## src/rtl/nand_seq_pkg.sv

```systemverilog
package nand_seq_pkg;

  localparam int BYTE_W = 8;

  typedef enum logic [1:0] {
    KIND_CMD   = 2'b00,
    KIND_ADDR  = 2'b01,
    KIND_WRITE = 2'b10,
    KIND_READ  = 2'b11
  } entryKind_e;

  typedef struct packed {
    entryKind_e        kind;
    logic              waitRb;
    logic [BYTE_W-1:0] value;
  } entry_t;

  // strobes from the control to the datapath, one clock ahead of the pins
  typedef struct packed {
    logic load;
    logic latchCmd;
    logic latchAddr;
    logic weLow;
    logic reLow;
    logic dqDrive;
    logic capture;
    logic done;
  } strobes_t;

  function automatic int maxOf3(input int a, input int b, input int c);
    int m;
    m = (a > b) ? a : b;
    return (m > c) ? m : c;
  endfunction

endpackage

```

## src/rtl/nand_seq_ctrl.sv

```systemverilog
module nand_seq_ctrl
  import nand_seq_pkg::*;
#(
  parameter int PHASES       = 4,
  parameter int CMD_SETUP_N  = 8,
  parameter int CMD_SETUP_X  = 16,
  parameter int CMD_HOLD_N   = 4,
  parameter int CMD_HOLD_X   = 8,
  parameter int WE_LOW_N     = 4,
  parameter int WE_LOW_X     = 8,
  parameter int WE_HIGH_N    = 4,
  parameter int WE_HIGH_X    = 8,
  parameter int DATA_SETUP_N = 4,
  parameter int DATA_SETUP_X = 12,
  parameter int DATA_HOLD    = 4
) (
  input  logic       clk,
  input  logic       rstN,
  input  logic       extMode,
  input  logic       rbReady,
  input  logic       qEmpty,
  input  entryKind_e headKind,
  input  logic       headWaitRb,
  output strobes_t   strobes
);

  localparam int TOTAL_N = CMD_SETUP_N + maxOf3(CMD_HOLD_N, WE_HIGH_N, DATA_HOLD);
  localparam int TOTAL_X = CMD_SETUP_X + maxOf3(CMD_HOLD_X, WE_HIGH_X, DATA_HOLD);
  localparam int PW      = $clog2(TOTAL_X + PHASES + 1);
  localparam logic [PW-1:0] FAST_LAST   = PW'(PHASES - 1);
  localparam logic [PW-1:0] FAST_WE_LO  = PW'(PHASES / 4);
  localparam logic [PW-1:0] FAST_WE_HI  = PW'((3 * PHASES) / 4);
  localparam logic [PW-1:0] FAST_RE_END = PW'(PHASES / 2);

  typedef enum logic [1:0] {ST_IDLE, ST_RUN, ST_WAITRB} seqState_e;

  seqState_e  state;
  logic [PW-1:0] phase;
  entryKind_e curKind;
  logic       curWait, curExt;
  logic       rbMeta, rbSync;

  logic [PW-1:0] setupQ, weLowQ, latchEndQ, dataStartQ, dataEndQ, totalQ;
  logic isSlow, lastPhase, waitCmd, endOfEntry, rbDone, finish;

  always_comb begin
    setupQ     = curExt ? PW'(CMD_SETUP_X) : PW'(CMD_SETUP_N);
    weLowQ     = curExt ? PW'(WE_LOW_X)    : PW'(WE_LOW_N);
    latchEndQ  = setupQ + (curExt ? PW'(CMD_HOLD_X) : PW'(CMD_HOLD_N));
    dataStartQ = setupQ - (curExt ? PW'(DATA_SETUP_X) : PW'(DATA_SETUP_N));
    dataEndQ   = setupQ + PW'(DATA_HOLD);
    totalQ     = curExt ? PW'(TOTAL_X) : PW'(TOTAL_N);
    isSlow     = (curKind == KIND_CMD) || (curKind == KIND_ADDR);
    lastPhase  = isSlow ? (phase == totalQ - PW'(1)) : (phase == FAST_LAST);
    waitCmd    = curWait && (curKind == KIND_CMD);
    endOfEntry = (state == ST_RUN) && lastPhase && !waitCmd;
    rbDone     = (state == ST_WAITRB) && rbSync;
    finish     = endOfEntry || rbDone;

    strobes      = '0;
    strobes.done = finish;
    strobes.load = ((state == ST_IDLE) || finish) && !qEmpty;
    if (state == ST_RUN) begin
      if (isSlow) begin
        strobes.latchCmd  = (curKind == KIND_CMD)  && (phase < latchEndQ);
        strobes.latchAddr = (curKind == KIND_ADDR) && (phase < latchEndQ);
        strobes.weLow     = (phase >= setupQ - weLowQ) && (phase < setupQ);
        strobes.dqDrive   = (phase >= dataStartQ) && (phase < dataEndQ);
      end else if (curKind == KIND_WRITE) begin
        strobes.weLow   = (phase >= FAST_WE_LO) && (phase < FAST_WE_HI);
        strobes.dqDrive = 1'b1;
      end else begin
        strobes.reLow   = (phase < FAST_RE_END);
        strobes.capture = (phase == FAST_RE_END - PW'(1));
      end
    end
  end

  always_ff @(posedge clk) begin
    if (!rstN) begin
      state   <= ST_IDLE;
      phase   <= '0;
      curKind <= KIND_CMD;
      curWait <= 1'b0;
      curExt  <= 1'b0;
      rbMeta  <= 1'b0;
      rbSync  <= 1'b0;
    end else begin
      rbMeta <= rbReady;
      rbSync <= rbMeta;
      if (strobes.load) begin
        state   <= ST_RUN;
        phase   <= '0;
        curKind <= headKind;
        curWait <= headWaitRb;
        curExt  <= extMode;
      end else if (state == ST_RUN) begin
        if (lastPhase) begin
          state <= waitCmd ? ST_WAITRB : ST_IDLE;
          phase <= '0;
        end else begin
          phase <= phase + PW'(1);
        end
      end else if (rbDone) begin
        state <= ST_IDLE;
      end
    end
  end

  // timing set is frozen for the life of an entry
  p_mode_frozen_r10: assert property (@(posedge clk) disable iff (!rstN)
    (state == ST_RUN && phase != '0) |-> $stable(curExt));

  // only a flagged command byte can park in the ready wait
  p_wait_only_cmd_r9: assert property (@(posedge clk) disable iff (!rstN)
    (state == ST_WAITRB) |-> (curKind == KIND_CMD && curWait));

endmodule

```

## src/rtl/nand_seq_datapath.sv

```systemverilog
module nand_seq_datapath
  import nand_seq_pkg::*;
#(
  parameter int DEPTH = 8
) (
  input  logic              clk,
  input  logic              rstN,
  input  logic              pushValid,
  input  entry_t            pushEntry,
  output logic              pushReady,
  output logic              qEmpty,
  output entryKind_e        headKind,
  output logic              headWaitRb,
  input  strobes_t          strobes,
  input  logic [BYTE_W-1:0] dqIn,
  output logic              cle,
  output logic              ale,
  output logic              weN,
  output logic              reN,
  output logic [BYTE_W-1:0] dqOut,
  output logic              dqOe,
  output logic              rdValid,
  output logic [BYTE_W-1:0] rdByte,
  output logic              done
);

  localparam int PTR_W = (DEPTH > 1) ? $clog2(DEPTH) : 1;
  localparam int CNT_W = $clog2(DEPTH + 1);
  localparam logic [CNT_W-1:0] FULL_CNT = CNT_W'(DEPTH);
  localparam logic [PTR_W-1:0] LAST_PTR = PTR_W'(DEPTH - 1);

  entry_t            mem [DEPTH];
  logic [PTR_W-1:0]  wrPtr, rdPtr;
  logic [CNT_W-1:0]  count;
  logic [BYTE_W-1:0] curValue;
  logic              pushOk, pop;

  assign pushReady  = (count != FULL_CNT);
  assign qEmpty     = (count == '0);
  assign pushOk     = pushValid && pushReady;
  assign pop        = strobes.load;
  assign headKind   = mem[rdPtr].kind;
  assign headWaitRb = mem[rdPtr].waitRb;

  always_ff @(posedge clk) begin
    if (pushOk) mem[wrPtr] <= pushEntry;
  end

  always_ff @(posedge clk) begin
    if (!rstN) begin
      wrPtr    <= '0;
      rdPtr    <= '0;
      count    <= '0;
      curValue <= '0;
    end else begin
      if (pushOk) wrPtr <= (wrPtr == LAST_PTR) ? '0 : wrPtr + PTR_W'(1);
      if (pop) begin
        rdPtr    <= (rdPtr == LAST_PTR) ? '0 : rdPtr + PTR_W'(1);
        curValue <= mem[rdPtr].value;
      end
      count <= count + CNT_W'(pushOk) - CNT_W'(pop);
    end
  end

  // pin registers: every pin follows its strobe by one clock
  always_ff @(posedge clk) begin
    if (!rstN) begin
      cle     <= 1'b0;
      ale     <= 1'b0;
      weN     <= 1'b1;
      reN     <= 1'b1;
      dqOe    <= 1'b0;
      dqOut   <= '0;
      rdValid <= 1'b0;
      rdByte  <= '0;
      done    <= 1'b0;
    end else begin
      cle     <= strobes.latchCmd;
      ale     <= strobes.latchAddr;
      weN     <= !strobes.weLow;
      reN     <= !strobes.reLow;
      dqOe    <= strobes.dqDrive;
      dqOut   <= strobes.dqDrive ? curValue : '0;
      rdValid <= strobes.capture;
      if (strobes.capture) rdByte <= dqIn;
      done    <= strobes.done;
    end
  end

  // a full queue with no pop stays full, whatever is pushed
  p_full_drop_r7: assert property (@(posedge clk) disable iff (!rstN)
    (count == FULL_CNT && !pop) |=> (count == FULL_CNT));

  // the control never pops an empty queue
  p_pop_nonempty_r8: assert property (@(posedge clk) disable iff (!rstN)
    pop |-> (count != '0));

  // write and read strobes never overlap on the pins
  p_we_re_excl_r5: assert property (@(posedge clk) disable iff (!rstN)
    !(!weN && !reN));

  // at most one latch enable at a time
  p_one_latch_r4: assert property (@(posedge clk) disable iff (!rstN)
    !(cle && ale));

  // the byte is on the bus at every write-enable rise
  p_dq_at_rise_r2: assert property (@(posedge clk) disable iff (!rstN)
    $rose(weN) |-> dqOe);

endmodule

```

## src/rtl/nand_cmd_seq.sv

```systemverilog
module nand_cmd_seq
  import nand_seq_pkg::*;
#(
  parameter int DEPTH = 8
) (
  input  logic       clk,
  input  logic       rstN,
  input  logic       extMode,
  input  logic       pushValid,
  input  logic [1:0] pushKind,
  input  logic       pushWaitRb,
  input  logic [7:0] pushValue,
  output logic       pushReady,
  input  logic       nandRbN,
  input  logic [7:0] nandDqIn,
  output logic       nandCle,
  output logic       nandAle,
  output logic       nandWeN,
  output logic       nandReN,
  output logic [7:0] nandDqOut,
  output logic       nandDqOe,
  output logic       rdValid,
  output logic [7:0] rdByte,
  output logic       entryDone
);

  entry_t     pushEntry;
  strobes_t   strobes;
  logic       qEmpty, headWaitRb;
  entryKind_e headKind;

  assign pushEntry = '{kind: entryKind_e'(pushKind), waitRb: pushWaitRb, value: pushValue};

  nand_seq_ctrl u_ctrl (
    .clk(clk), .rstN(rstN), .extMode(extMode), .rbReady(nandRbN),
    .qEmpty(qEmpty), .headKind(headKind), .headWaitRb(headWaitRb),
    .strobes(strobes)
  );

  nand_seq_datapath #(.DEPTH(DEPTH)) u_dp (
    .clk(clk), .rstN(rstN), .pushValid(pushValid), .pushEntry(pushEntry),
    .pushReady(pushReady), .qEmpty(qEmpty), .headKind(headKind),
    .headWaitRb(headWaitRb), .strobes(strobes), .dqIn(nandDqIn),
    .cle(nandCle), .ale(nandAle), .weN(nandWeN), .reN(nandReN),
    .dqOut(nandDqOut), .dqOe(nandDqOe), .rdValid(rdValid),
    .rdByte(rdByte), .done(entryDone)
  );

endmodule

```

## config.mk

```make
export PLATFORM = sky130hd
export DESIGN_NAME = nand_cmd_seq
export DESIGN_NICKNAME = d
export VERILOG_FILES = /design/src/rtl/nand_seq_pkg.sv /design/src/rtl/nand_seq_ctrl.sv /design/src/rtl/nand_seq_datapath.sv /design/src/rtl/nand_cmd_seq.sv
export SDC_FILE = /design/constraint.sdc
export NUM_CORES = 1
export LEC_CHECK = 0
export CAP_MARGIN = 20
export CORE_UTILIZATION = 45
export CTS_CLUSTER_SIZE = 12
export DETAILED_ROUTE_END_ITERATION = 10
export HOLD_SLACK_MARGIN = 0.15
export PLACE_DENSITY_LB_ADDON = 0.08
export REMOVE_ABC_BUFFERS = 1
export SYNTH_ARGS = -nofsm -noshare
export SYNTH_HDL_FRONTEND = slang
export SYNTH_SLANG_ARGS = --single-unit
export TNS_END_PERCENT = 30
```

## constraint.sdc

```tcl
create_clock -name clk -period 3.2 [get_ports clk]
set_input_delay 0.48 -clock clk [delete_from_list [all_inputs] [get_ports clk]]
set_output_delay 0.48 -clock clk [all_outputs]
set_load 0.01 [all_outputs]
```

Yosys cells after proc, flatten, opt, wreduce, memory -nomap -nowiden
Memory sizes are Yosys's and may differ from the RTL's. A register that Yosys moved wholly into a read port is not among the register bits. Cells that the tools add are included.

Logic and storage cells: 103. Memories: 1. Memory bits (writable): 88. Input port bits: 24. Output and inout port bits: 24. Flip-flop bits (word level): 43.

Memory list: u_dp.mem (words 8, bits a word 11, rd ports 1, clocked after memory_dff 1, write ports 1, line nand_seq_datapath.sv:32) `entry_t mem [DEPTH];`.

Bitwise gates (word level): 1. Reductions and logical operators: 29. $lt $le $gt $ge: 8. Muxes and demuxes: 24. Add/sub/neg operators: 10. Equal/unequal tests: 12.

Operators with widths (count): 5-bit less-than comparator (3); 5-bit 2-to-1 mux (3); 1-bit 2-to-1 mux (12); 4-bit 2-to-1 mux (3); 1-bit logical AND (11); 5-bit greater-or-equal comparator (2); 5-bit by 2-bit less-than comparator with 1-bit output, second input constant (2); 5-bit subtractor (2); 2-bit 2-to-1 mux (4); 3-bit by 1-bit adder with 3-bit output, second input constant (2); 3-bit == test, second input constant (2); 3-bit 2-to-1 mux (2); 2-bit AND reduction (3); 5-bit by 1-bit adder with 5-bit output, second input constant (1); 5-bit by 3-bit adder with 5-bit output, second input constant (1); 5-bit adder (1); 5-bit by 1-bit == test with 1-bit output, second input constant (1); 5-bit by 2-bit == test with 1-bit output, second input constant (1); 5-bit == test (1); 5-bit by 1-bit greater-or-equal comparator with 1-bit output, second input constant (1); 1-bit logical NOT (5); 5-bit by 1-bit subtractor with 5-bit output, second input constant (1); 4-bit by 1-bit adder with 4-bit output (1); 2-bit by 1-bit == test with 1-bit output, second input constant (2); other kinds (13) (17).

Logic depth before layout (Yosys ltp)
Gate-level depths: netlist (run 1).

Word-level depth: 11. Mapped depth: 15. Depth with buffers taken out: 13.

Cells and area by module
A second synthesis (run 1) with hierarchy kept.

Cell total of the unflattened synthesis: 409. Area, all modules: 5790.6 um2.

By module, submodules not included: nand_seq_datapath (instances 1, cells each 310, seq. area each 3523.4 um2, area each 4971.0 um2); nand_seq_ctrl (instances 1, cells each 99, seq. area each 260.2 um2, area each 819.5 um2).

Worst setup path after synthesis (run 1)
No wires, ideal clock.

Path kind: register to register. Start point: reg u_ctrl.phase[3]. End point: reg u_dp.count[2]. Data required time: 3072 ps. Slack: 140 ps. Arrival: 2932 ps. Cell stages (with the launch flop): 15. Path buffers: 1. Setup time: 128 ps. Clock period less this slack: 3060 ps. Cell sequence: dfxtp_1 -> inv_1 -> ha_1 -> nor4bb_1 -> o211ai_1 -> a22o_2 -> inv_1 -> buf_4 -> ha_1 -> inv_1 -> ha_1 -> inv_1 -> fa_1 -> xor2_1 -> nor2_1.

RTL lines: from (decl) (line nand_seq_ctrl.sv:38) `logic [PW-1:0] phase;`; from (signal assigned) (line nand_seq_ctrl.sv:102) `phase <= phase + PW'(1);`; to (signal assigned) (line nand_seq_datapath.sv:61) `count <= count + CNT_W'(pushOk) - CNT_W'(pop);`; to (decl) (line nand_seq_datapath.sv:34) `logic [CNT_W-1:0] count;`.

Worst setup path in the final report (run 1)
Start point: reg u_ctrl.curExt. End point: reg u_dp.count[2].

Longest elaborated chain between the ends: 10.

RTL lines: from (decl) (line nand_seq_ctrl.sv:40) `logic curWait, curExt;`; from (signal assigned) (line nand_seq_ctrl.sv:96) `curExt <= extMode;`; 5-bit 2-to-1 mux (line nand_seq_ctrl.sv:52) `totalQ = curExt ? PW'(TOTAL_X) : PW'(TOTAL_N);`; 5-bit by 1-bit subtractor with 5-bit output (line nand_seq_ctrl.sv:54) `lastPhase = isSlow ? (phase == totalQ - PW'(1)) : (phase == FAST_LAST);`; 5-bit == test (line nand_seq_ctrl.sv:54); 1-bit 2-to-1 mux (line nand_seq_ctrl.sv:54); 1-bit logical AND (2 in a row) (line nand_seq_ctrl.sv:56) `endOfEntry = (state == ST_RUN) && lastPhase && !waitCmd;`; 1-bit logical OR (line nand_seq_ctrl.sv:58) `finish = endOfEntry || rbDone;`; 1-bit logical OR (line nand_seq_ctrl.sv:62) `strobes.load = ((state == ST_IDLE) || finish) && !qEmpty;`; 1-bit logical AND (line nand_seq_ctrl.sv:62); 4-bit by 1-bit subtractor with 4-bit output (line nand_seq_datapath.sv:61).

No other way between the ends. A chain may end at the register's enable or synchronous reset.

==> results of run 1 <==
==> registers in the layout (all words and copies together) (netlist names), 2 cells and up <==
name / count
u_dp.mem: 88
u_dp.curValue: 8
u_dp.dqOut: 8
u_dp.rdByte: 8
u_ctrl.phase: 5
u_dp.count: 4
u_dp.rdPtr: 3
u_dp.wrPtr: 3
u_ctrl.curKind: 2
u_ctrl.state: 2
==> placed cells by master, fill, tap and decap left out, drive strengths merged, types with 2 or more instances in the layout <==
cell,instances
edfxtp,88
dfxtp,54
clkdlybuf4s50,47
mux2i,45
nand2,31
nor2,20
buf,18
clkbuf,18
ha,17
inv,15
o211ai,12
and2,12
a22oi,12
mux4,11
a21oi,9
nor3,9
clkinv,7
nand2b,6
nor4,5
a21o,4
clkinvlp,4
or3b,3
nand3b,3
or3,3
xnor2,3
nor2b,2
xor2,2
o21ai,2
nand3,2
o311ai,2
bufinv,2
==> cell type report <==
| cell class | instances | area (sq um) | area share (%) |
|---|---|---|---|
| Clock buffer | 18 | 429 | 6.13 |
| Clock inverter | 13 | 125 | 1.79 |
| Inverter | 15 | 56.3 | 0.804 |
| Multi-Input combinational cell | 226 | 1850 | 26.4 |
| Sequential cell | 142 | 3720 | 53.2 |
| Tap cell | 168 | 210 | 3.00 |
| Timing Repair Buffer | 65 | 606 | 8.65 |
==> through the flow <==
step | utilization, % | instance area (sq um) | power (uW)
after CTS | 57.5 | 6990 | 5450
final | 57.6 | 7000 | 5390
after detailed placement | 53.0 | 6440 | 3590
after global routing | 57.6 | 7000 | 5680
after floorplan | - | 5620 | 3190
after global placement | 53.0 | 6440 | 3560
==> worst min path at each step <==
stage	from	to	cells past startpoint
floorplan	u_ctrl.rbMeta	u_ctrl.rbSync	1
global placement	u_ctrl.rbMeta	u_ctrl.rbSync	1
detailed placement	u_ctrl.rbMeta	u_ctrl.rbSync	1
CTS	u_ctrl.rbMeta	u_ctrl.rbSync	1
global route	u_ctrl.rbMeta	u_ctrl.rbSync	1
finish	u_ctrl.rbMeta	u_ctrl.rbSync	1
==> layer usage <==
layer	share of wire, %	up-vias	routed length, microns	track usage (%)
met2	48	52	5200	27.8
met1	48	1703	5190	25.2
met5	0	-	0	0
met4	1.0	0	112	6.75
li1	-	1633	-	-
met3	3.7	8	407	5.82
==> logic make-up after synthesis <==
logic type               after synthesis
AND/OR/NAND/NOR                      101
AO/OA/AOI/OAI                         46
buffers and inverters                 33
multiplexers                          56
adder cells (fa/ha/maj)               18
XOR/XNOR                               5
flip-flops                           142
==> power breakdown <==
group | internal, uW | switching (uW)
clock network | 1130 | 708
registers | 2140 | 113
logic | 626 | 680
total | 3890 | 1500
==> what timing repair did <==
action                                  4_1_cts  5_1_grt
hold buffers                                  0        0
endpoints found under the setup margin        0        1
resized for setup                             0        1
==> load_flow_metrics.sql, run 1 <==
INSERT INTO impl_metrics (metric_group, metric, value, unit) VALUES
('synth', 'synth-compound-area-share', '5.75', '%'),
('synth', 'synth_largest_area_cell', 'edfxtp_1', ''),
('worst_setup_path', 'worst-endpoint-arrival', '3.26', 'ns'),
('worst_setup_path', 'cp.required', '3.49', 'ns'),
('worst_setup_path', 'r2r_start', 'u_ctrl.curExt', ''),
('sta', 'worst_clock_skew', '0.0144', 'ns'),
('layout', 'stdcell_count', '647', ''),
('sta', 'final-hold-violation-count', '0', ''),
('synth', 'synth_top_family_by_area', 'multiplexers', ''),
('synth', 'synth_commonest_cells', '88 x edfxtp_1, 54 x dfxtp_1, 45 x mux2i_1', ''),
('worst_setup_path', 'top_fanout_value_on_the_critical_path', '4', ''),
('synth', 'synthesis.area', '0.00570', 'sq mm'),
('route', 'detailedRoute.firstPassIterationCount', '4', ''),
('clock_tree', 'cts_tree', 'built', ''),
('synth', 'synth_most_common_cell', 'edfxtp_1', ''),
('global_route', 'track_usage', '18.5', '%'),
('sta', 'setup-violations-final', '0', ''),
('global_route', 'initial_antenna_violation_count', '0', ''),
('worst_setup_path', 'cpLargestDelayFamily', 'adder cells', ''),
('floorplan', 'placementRows', '40', ''),
('worst_setup_path', 'timing.reg2reg.setup_slack', '0.23', 'ns'),
('synth', 'yosys_warning_count', '0', ''),
('floorplan', 'floorplan.die.height', '115', 'microns'),
('route', 'drc_errors', '0', ''),
('layout', 'final_net_count', '509', ''),
('route', 'detail_route.vias_per_cell', '5.25', ''),
('synth', 'synth.lib_cells_used.distinct', '42', ''),
('worst_setup_path', 'timing_worst_setup_path_type', 'reg2reg', ''),
('worst_setup_path', 'r2r.worst_path.cells', '14', ''),
('placed_design', 'detailedPlacementHpwl', '6700', 'microns'),
('sta', 'worst_hold_slack', '0.431', 'ns'),
('route', 'dr_vias', '3396', ''),
('worst_setup_path', 'cp_capture_point', 'u_dp.count[2]', ''),
('worst_setup_path', 'crit_path_end_kind', 'flip-flop', ''),
('worst_setup_path', 'crit_path_cell_trace', 'inv_1 -> ha_1 -> nor4bb_2 -> buf_4 -> o211ai_1 -> a22o_2 -> inv_1 -> ha_1 -> inv_1 -> ha_1 -> inv_1 -> fa_1 -> xor2_1 -> nor2_1', ''),
('clock_tree', 'cts_buffers', '17', ''),
('layout', 'area_growth_syn_to_layout', '22.8', '%'),
('clock_tree', 'setup_fix_buffers_added_after_clock_tree_synthesis', '0', ''),
('power', 'power_density', '770', 'mW/mm^2'),
('sta', 'timing.fmax', '0.337', 'GHz'),
('floorplan', 'boundaryPins', '48', ''),
('sta', 'slew_of_the_pin_with_the_lowest_slew_margin', '1.11', 'ns'),
('worst_setup_path', 'critPathMostFrequentCell', 'inv_1', ''),
('synth', 'synth-adder-area-share', '4.08', '%'),
('job', 'drv.max_cap_violation_count', '0', ''),
('clock_tree', 'cts.root.buffer_cell', 'clkbuf_16', ''),
('synth', 'synth_xor_area_share', '0.768', '%'),
('worst_setup_path', 'worst_setup_path_start_kind', 'flip-flop', ''),
('power', 'peak_vdd_ir', '0.411', 'mV'),
('synth', 'synth-main-ff-cell', 'edfxtp_1', ''),
('worst_setup_path', 'critical_path.startpoint', 'u_ctrl.curExt', ''),
('sta', 'period_minus_slack', '2.97', 'ns'),
('layout', 'antenna_cells', '0', ''),
('clock_tree', 'clock_pin_slew_on_the_worst_setup_and_hold_paths', '0.06', 'ns'),
('floorplan', 'placeableCoreArea', '0.0122', 'sq mm'),
('synth', 'synth-seq-area-share', '65.3', '%'),
('route', 'post_drt_wl_per_cell', '16.9', 'microns'),
('layout', 'final.fill_count', '989', ''),
('worst_setup_path', 'crit_path_max_incr_delay', '0.37', 'ns'),
('worst_setup_path', 'regToRegEndpoint', 'u_dp.count[2]', ''),
('placed_design', 'dp_worst_setup_slack', '0.305', 'ns'),
('sta', 'relSlewSlack', '26.2', '%'),
('synth', 'synth_simple_gate_area_share', '9.39', '%'),
('floorplan', 'die-area', '0.0131', 'sq mm'),
('worst_setup_path', 'cp_num_cells', '14', ''),
('synth', 'synth-edff-count', '88', ''),
('synth', 'ys_ff_latch', '142', ''),
('route', 'detail_route.wirelength', '10900', 'microns'),
('power', 'p_leak', '0.00244', 'uW'),
('outcome', 'status', 'finished, final reports clean', ''),
('synth', 'synth_top_cells_by_area', 'edfxtp_1 46%, dfxtp_1 19%, mux2i_1 7.9%, mux4_2 4.3%, ha_1 3.7%', '');
Note: power is estimated with default switching activity, not from simulation.
==> run 2, diff against run 1 <==
--- a/config.mk
+++ b/config.mk
@@ -6,7 +6,9 @@
 export NUM_CORES = 1
 export LEC_CHECK = 0
 export CAP_MARGIN = 20
+export CORE_MARGIN = 5
 export CORE_UTILIZATION = 45
+export CTS_CLUSTER_DIAMETER = 100
 export CTS_CLUSTER_SIZE = 12
 export DETAILED_ROUTE_END_ITERATION = 10
 export HOLD_SLACK_MARGIN = 0.15
==> run 2 against run 1 <==
Clock power barely moved. Worst hold slack better by 0.0012 ns. Via count shrank 3.9%. Non-clock buffer count increased by 1. Register-to-register slack improved by 0.08 ns. Final cell count grew 0.77%. Global-route usage fell by 2.6 points. Power is 1.1% lower. Die area is 14% higher. Cell area decreased by 0.12%. Critical endpoint unchanged. Largest cell class unchanged. Highest routed layer unchanged.
==> load_flow_metrics.sql, run 2 (synthesized netlist as in run 1, its figures left out) <==
INSERT INTO impl_metrics (metric_group, metric, value, unit) VALUES
('job', 'drv.max_cap_violation_count', '0', ''),
('global_route', 'track_usage', '15.9', '%'),
('route', 'detail_route.vias_per_cell', '5.01', ''),
('floorplan', 'die-area', '0.0150', 'sq mm'),
('route', 'dr_vias', '3265', ''),
('layout', 'antenna_cells', '0', ''),
('min_path', 'min_path_type', 'reg2reg', ''),
('power', 'p_int', '3890', 'uW'),
('placed_design', 'numPortBuffers', '47', ''),
('floorplan', 'floorplan.die.height', '123', 'microns'),
('power', 'p_leak', '0.00244', 'uW'),
('route', 'detail_route.wirelength', '10800', 'microns'),
('placed_design', 'dp_worst_setup_slack', '0.331', 'ns'),
('global_route', 'gr-usage-met3', '4.98', '%'),
('sta', 'setup-violations-final', '0', ''),
('layout', 'largest_reg_flops', '88', ''),
('route', 'post_drt_wl_per_cell', '16.6', 'microns'),
('power', 'power_density', '763', 'mW/mm^2'),
('clock_tree', 'worstSkewPairLatency', '0.41', 'ns'),
('worst_setup_path', 'top_fanout_value_on_the_critical_path', '4', ''),
('layout', 'area_growth_syn_to_layout', '22.6', '%'),
('placed_design', 'gp_congestion', '0.811', ''),
('global_route', 'vias_in_the_first_global_route', '3273', ''),
('sta', 'min_period_over_period', '90.4', '%'),
('worst_setup_path', 'crit_path_end_kind', 'flip-flop', ''),
('global_route', 'grt_pass1_wl', '17400', 'microns'),
('worst_setup_path', 'cp.required', '3.50', 'ns'),
('power', 'power_switching', '1440', 'uW'),
('worst_setup_path', 'critical_path.startpoint', 'u_ctrl.curExt', ''),
('global_route', 'grt_use_met1', '21.0', '%'),
('sta', 'period_minus_slack', '2.89', 'ns'),
('worst_setup_path', 'r2r_start', 'u_ctrl.curExt', ''),
('power', 'peak_vdd_ir', '0.491', 'mV'),
('layout', 'final_common_cell', 'edfxtp_1', ''),
('clock_tree', 'setup_fix_buffers_added_after_clock_tree_synthesis', '0', ''),
('placed_design', 'detailedPlacementHpwl', '6900', 'microns'),
('clock_tree', 'cts.path.max_buffers', '2', ''),
('floorplan', 'boundaryPins', '48', ''),
('floorplan', 'floorplan.die.width', '123', 'microns'),
('power', 'sw_share', '27.0', '%'),
('clock_tree', 'clock-sinks', '142', ''),
('sta', 'final_max_slew_viol_count', '0', ''),
('layout', 'layout.cells.most_common_list', '88 x edfxtp_1, 54 x dfxtp_1, 47 x clkdlybuf4s50_1', ''),
('clock_tree', 'cts_buffers', '17', ''),
('worst_setup_path', 'worst_setup_path_start_kind', 'flip-flop', ''),
('clock_tree', 'cts.repair.resized', '0', ''),
('worst_setup_path', 'timing_worst_setup_path_type', 'reg2reg', ''),
('global_route', 'initial_antenna_violation_count', '0', ''),
('power', 'power.clock.fraction', '33.9', '%'),
('global_route', 'total_grt_overflow', '0', ''),
('sta', 'slew_of_the_pin_with_the_lowest_slew_margin', '1.00', 'ns'),
('sta', 'worst_clock_skew', '0.00667', 'ns'),
('sta', 'final-hold-violation-count', '0', ''),
('global_route', 'grt_max_degree', '31', ''),
('power', 'pwr-share-seq', '42.9', '%'),
('layout', 'fin_util', '55.9', '%'),
('worst_setup_path', 'worst-endpoint-arrival', '3.19', 'ns'),
('layout', 'layout-drive-gt1-share', '12.7', '%'),
('clock_tree', 'clock_pin_slew_on_the_worst_setup_and_hold_paths', '0.05', 'ns'),
('sta', 'worst_slack', '0.308', 'ns'),
('route', 'detailedRoute.firstPassIterationCount', '5', ''),
('clock_tree', 'cts-htree-levels', '4', ''),
('outcome', 'status', 'finished, final reports clean', ''),
('sta', 'timing.fmax', '0.346', 'GHz'),
('clock_tree', 'cts_tree', 'built', ''),
('floorplan', 'start_util', '45.6', '%'),
('global_route', 'global_route.usage.met2', '24.8', '%'),
('sta', 'relSlewSlack', '33.1', '%'),
('route', 'initialDrtViolationCount', '178', ''),
('worst_setup_path', 'cp_capture_point', 'u_dp.count[2]', ''),
('route', 'drtAntennaViolNets', '0', ''),
('sta', 'rsz0062_at_grt', 'no', ''),
('placed_design', 'placedInstanceArea', '0.00645', 'sq mm'),
('route', 'drc_errors', '0', ''),
('worst_setup_path', 'r2r.worst_path.cells', '14', ''),
('layout', 'register_with_the_most_flip_flops', 'u_dp.mem', ''),
('layout', 'final_net_count', '510', ''),
('power', 'power_frac_comb', '23.2', '%'),
('clock_tree', 'cts.root.buffer_cell', 'clkbuf_16', ''),
('floorplan', 'placeableCoreArea', '0.0125', 'sq mm'),
('floorplan', 'placementRows', '41', ''),
('clock_tree', 'cts_hold_buf', '0', ''),
('worst_setup_path', 'timing.reg2reg.setup_slack', '0.31', 'ns'),
('layout', 'post-route-cell-area', '0.00699', 'sq mm'),
('worst_setup_path', 'regToRegEndpoint', 'u_dp.count[2]', ''),
('global_route', 'global_route.peak_usage_layer', 'met2', '');
[run 2: cell count changes in the layout (fill, tap and decap cells not counted)]
cell / change
nor4bb_1: +1
clkinvlp_4: -4
nor4bb_2: -1
clkbuf_1: +4
buf_4: +1
[run 2: power groups by stage]
stage / clock [uW] / combinational, uW / sequential, uW
global placement: 0 / 1240 / 2320
CTS: 1850 / 1260 / 2290
finish: 1810 / 1240 / 2290
global route: 1930 / 1370 / 2320
floorplan: 0 / 825 / 2360
detailed placement: 0 / 1250 / 2330
[run 2: worst min path at each step]
stage / startpoint / end / cells after the start
after detailed placement: u_ctrl.rbMeta / u_ctrl.rbSync / 1
after global routing: u_dp.curValue[2] / u_dp.curValue[2] / 2
after CTS: u_ctrl.rbMeta / u_ctrl.rbSync / 1
final: u_ctrl.rbMeta / u_ctrl.rbSync / 1
after global placement: u_ctrl.rbMeta / u_ctrl.rbSync / 1
after floorplan: u_ctrl.rbMeta / u_ctrl.rbSync / 1
[run 2: worst max-delay path: stages (launching register included)]
cell and delay, ns:
dfxtp_1 0.35, inv_1 0.10, ha_1 0.33, nor4bb_1 0.32
buf_4 0.18, o211ai_1 0.11, a22o_2 0.25, inv_1 0.08
ha_1 0.23, inv_1 0.06, ha_1 0.15, inv_1 0.05
fa_1 0.37, xor2_1 0.16, nor2_1 0.05
[run 2: layout make-up]
cell class / instances / area, sq um
Fill cell: 1071 / 5530
Clock buffer: 22 / 444
Inverter: 15 / 56.3
Tap cell: 172 / 215
Clock inverter: 9 / 95.1
Sequential cell: 142 / 3720
Timing Repair Buffer: 66 / 613
Multi-Input combinational cell: 226 / 1840
[run 2: per-stage QoR]
step	power, uW	hold slack [ns]	setup TNS [ns]	std cells
final	5330	0.433	0	652
after CTS	5400	0.432	0	652
after floorplan	3190	0.412	-0.118	383
after detailed placement	3580	0.419	0	621
after global routing	5610	0.464	0	652
after global placement	3560	0.417	0	621
[run 2: routing by layer]
layer	share of wire (%)	up-vias
li1	-	1626
met1	47	1570
met2	48	56
met3	3.4	13
met4	1.3	0
met5	0	-
==> run 3, diff against run 2 <==
--- a/config.mk
+++ b/config.mk
@@ -14,6 +14,7 @@
 export HOLD_SLACK_MARGIN = 0.15
 export PLACE_DENSITY_LB_ADDON = 0.08
 export REMOVE_ABC_BUFFERS = 1
+export SLEW_MARGIN = 20
 export SYNTH_ARGS = -nofsm -noshare
 export SYNTH_HDL_FRONTEND = slang
 export SYNTH_SLANG_ARGS = --single-unit
==> constraint.sdc (replaced) <==
create_clock -name clk -period 2.4 [get_ports clk]
set_input_delay 0.36 -clock clk [delete_from_list [all_inputs] [get_ports clk]]
set_output_delay 0.36 -clock clk [all_outputs]
set_load 0.01 [all_outputs]
==> run 3 against run 2 <==
The run now ends with negative setup slack left. Via count grew 4.4%. Core utilization grew 2.2 points. Sequential power grew 31%. Combinational power grew 63%. Largest power group unchanged.
==> load_flow_metrics.sql, run 3 (synthesized netlist as in run 1, its figures left out) <==
INSERT INTO impl_metrics (metric_group, metric, value, unit) VALUES
('placed_design', 'detailedPlacementHpwl', '7410', 'microns'),
('job', 'drv.max_cap_violation_count', '0', ''),
('clock_tree', 'cts-htree-levels', '4', ''),
('worst_setup_path', 'crit_path_cell_trace', 'inv_4 -> ha_4 -> nor4bb_4 -> buf_4 -> o211ai_1 -> a22o_2 -> inv_2 -> ha_4 -> inv_2 -> ha_4 -> inv_2 -> fa_2 -> nor2_1', ''),
('placed_design', 'numPortBuffers', '47', ''),
('sta', 'min_period_over_period', '109', '%'),
('power', 'p_int', '5300', 'uW'),
('layout', 'antenna_cells', '0', ''),
('worst_setup_path', 'r2r.worst_path.cells', '13', ''),
('global_route', 'total_grt_overflow', '0', ''),
('power', 'power_switching', '2120', 'uW'),
('layout', 'largest_reg_flops', '88', ''),
('worst_setup_path', 'critical_path.startpoint', 'u_ctrl.curExt', ''),
('worst_setup_path', 'regToRegEndpoint', 'u_dp.count[1]', ''),
('worst_setup_path', 'crit_path_max_incr_delay', '0.52', 'ns'),
('sta', 'relSlewSlack', '63.5', '%'),
('route', 'initialDrtViolationCount', '219', ''),
('placed_design', 'dp_worst_setup_slack', '-0.429', 'ns'),
('placed_design', 'placedInstanceArea', '0.00662', 'sq mm'),
('clock_tree', 'cts_hold_buf', '0', ''),
('placed_design', 'placed_instance_count', '643', ''),
('clock_tree', 'cts_tree', 'built', ''),
('layout', 'final.fill_count', '1062', ''),
('clock_tree', 'cts.root.buffer_cell', 'clkbuf_16', ''),
('layout', 'register_with_the_most_flip_flops', 'u_dp.mem', ''),
('worst_setup_path', 'cp_capture_point', 'u_dp.count[1]', ''),
('layout', 'area_growth_syn_to_layout', '27.5', '%'),
('floorplan', 'boundaryPins', '48', ''),
('global_route', 'vias_in_the_first_global_route', '3540', ''),
('global_route', 'track_usage', '16.7', '%'),
('layout', 'fin_util', '58.1', '%'),
('power', 'pwr-share-seq', '40.3', '%'),
('layout', 'final_net_count', '534', ''),
('route', 'detail_route.wirelength', '11200', 'microns'),
('sta', 'rsz0062_at_grt', 'yes', ''),
('power', 'power.total', '7420', 'uW'),
('sta', 'worst_slack', '-0.220', 'ns'),
('power', 'power.clock.fraction', '32.5', '%'),
('sta', 'slew_of_the_pin_with_the_lowest_slew_margin', '0.548', 'ns'),
('sta', 'final_max_slew_viol_count', '0', ''),
('route', 'detailedRoute.firstPassIterationCount', '4', ''),
('power', 'p_leak', '0.00257', 'uW'),
('floorplan', 'placementRows', '41', ''),
('worst_setup_path', 'r2r_start', 'u_ctrl.curExt', ''),
('worst_setup_path', 'top_fanout_value_on_the_critical_path', '4', ''),
('floorplan', 'placeableCoreArea', '0.0125', 'sq mm'),
('sta', 'final-hold-violation-count', '0', ''),
('sta', 'worst_clock_skew', '0.00660', 'ns'),
('clock_tree', 'cts.path.max_buffers', '2', ''),
('power', 'power_frac_comb', '27.2', '%'),
('layout', 'post-route-cell-area', '0.00727', 'sq mm'),
('floorplan', 'floorplan.die.height', '123', 'microns'),
('global_route', 'grt_max_degree', '24', ''),
('route', 'dr_vias', '3410', ''),
('floorplan', 'floorplan.die.width', '123', 'microns'),
('sta', 'setup-violations-final', '3', ''),
('worst_setup_path', 'worst-endpoint-arrival', '2.92', 'ns'),
('power', 'peak_vdd_ir', '0.504', 'mV'),
('layout', 'final_common_cell', 'edfxtp_1', ''),
('worst_setup_path', 'critPathSlowestCell', 'fa_2', ''),
('sta', 'timing.fmax', '0.382', 'GHz'),
('clock_tree', 'clock_pin_slew_on_the_worst_setup_and_hold_paths', '0.06', 'ns'),
('layout', 'layout.cells.most_common_list', '88 x edfxtp_1, 53 x dfxtp_1, 47 x clkdlybuf4s50_1', ''),
('worst_setup_path', 'timing.reg2reg.setup_slack', '-0.22', 'ns'),
('worst_setup_path', 'timing_worst_setup_path_type', 'reg2reg', ''),
('power', 'sw_share', '28.6', '%'),
('layout', 'layout-drive-gt1-share', '20.8', '%'),
('clock_tree', 'worstSkewPairLatency', '0.41', 'ns'),
('global_route', 'grt_pass1_wl', '18500', 'microns'),
('floorplan', 'die-area', '0.0150', 'sq mm'),
('route', 'detail_route.vias_per_cell', '5.04', ''),
('global_route', 'initial_antenna_violation_count', '0', ''),
('clock_tree', 'clock-sinks', '142', ''),
('worst_setup_path', 'crit_path_end_kind', 'flip-flop', ''),
('placed_design', 'gp_congestion', '0.811', ''),
('route', 'drtAntennaViolNets', '0', ''),
('sta', 'period_minus_slack', '2.62', 'ns'),
('outcome', 'failed_checks', 'negative setup slack', ''),
('clock_tree', 'cts_buffers', '17', ''),
('outcome', 'status', 'complete, but fails checks', ''),
('floorplan', 'start_util', '45.6', '%'),
('power', 'power_density', '1020', 'mW/mm^2'),
('worst_setup_path', 'worst_setup_path_start_kind', 'flip-flop', ''),
('route', 'post_drt_wl_per_cell', '16.5', 'microns'),
('min_path', 'min_path_type', 'reg2reg', ''),
('layout', 'stdcell_count', '677', ''),
('worst_setup_path', 'cp.required', '2.70', 'ns'),
('route', 'drc_errors', '0', '');
-- run 3: layout make-up --
class	count	area, sq um	area share (%)
flip-flops and latches	142	3720	51.2
multi-input cells	226	1930	26.5
repair buffers	90	793	10.9
clock buffers	18	429	5.90
well taps	172	215	2.96
clock inverters	14	120	1.65
inverters	15	58.8	0.809
-- run 3: layer usage --
metal / part of all wire [%] / global-route usage, % / vias to the layer above
li1: - / - / 1678
met5: 0 / 0 / -
met4: 1.4 / 5.74 / 0
met2: 49 / 26.6 / 84
met1: 44 / 21.5 / 1636
met3: 5.6 / 5.53 / 12
-- run 3: power groups by stage --
stage          combinational [uW]  sequential [uW]  clock, uW
2_1_floorplan                1100             3150          0
3_3_place_gp                 1830             3030          0
3_5_place_dp                 1900             3040          0
4_1_cts                      2020             3000       2470
5_1_grt                      2230             3020       2600
6_report                     2020             2990       2410
-- run 3: worst max-delay path: cells and delay by family (launching register included) --
family,cells,cell delay [ns]
buffers and inverters,5,0.38
and+or+nand+nor,2,0.31
AOI/OAI and AO/OA,2,0.35
adders and majority gates,4,1.10
DFF,1,0.35
-- run 3: worst min-delay path by stage --
stage | start | end | slack [ns] | cells past startpoint
finish | u_ctrl.rbMeta | u_ctrl.rbSync | 0.44 | 1
global route | u_ctrl.rbMeta | u_ctrl.rbSync | 0.46 | 1
CTS | u_ctrl.rbMeta | u_ctrl.rbSync | 0.44 | 1
detailed placement | u_ctrl.rbMeta | u_ctrl.rbSync | 0.42 | 1
global placement | u_ctrl.rbMeta | u_ctrl.rbSync | 0.42 | 1
floorplan | u_ctrl.rbMeta | u_ctrl.rbSync | 0.41 | 1
-- run 3: metrics by stage --
stage,TNS [ns],hold slack [ns]
after floorplan,-3.27,0.412
after global placement,-0.935,0.417
after detailed placement,-1.15,0.418
after CTS,-0.651,0.443
after global routing,-1.04,0.462
final,-0.591,0.437
-- run 3: what timing repair did --
action / CTS / global route
endpoints found under the setup margin: 3 / 3
resized for setup: 17 / 0
pin swaps: 9 / 3
buffers inserted: 1 / 1
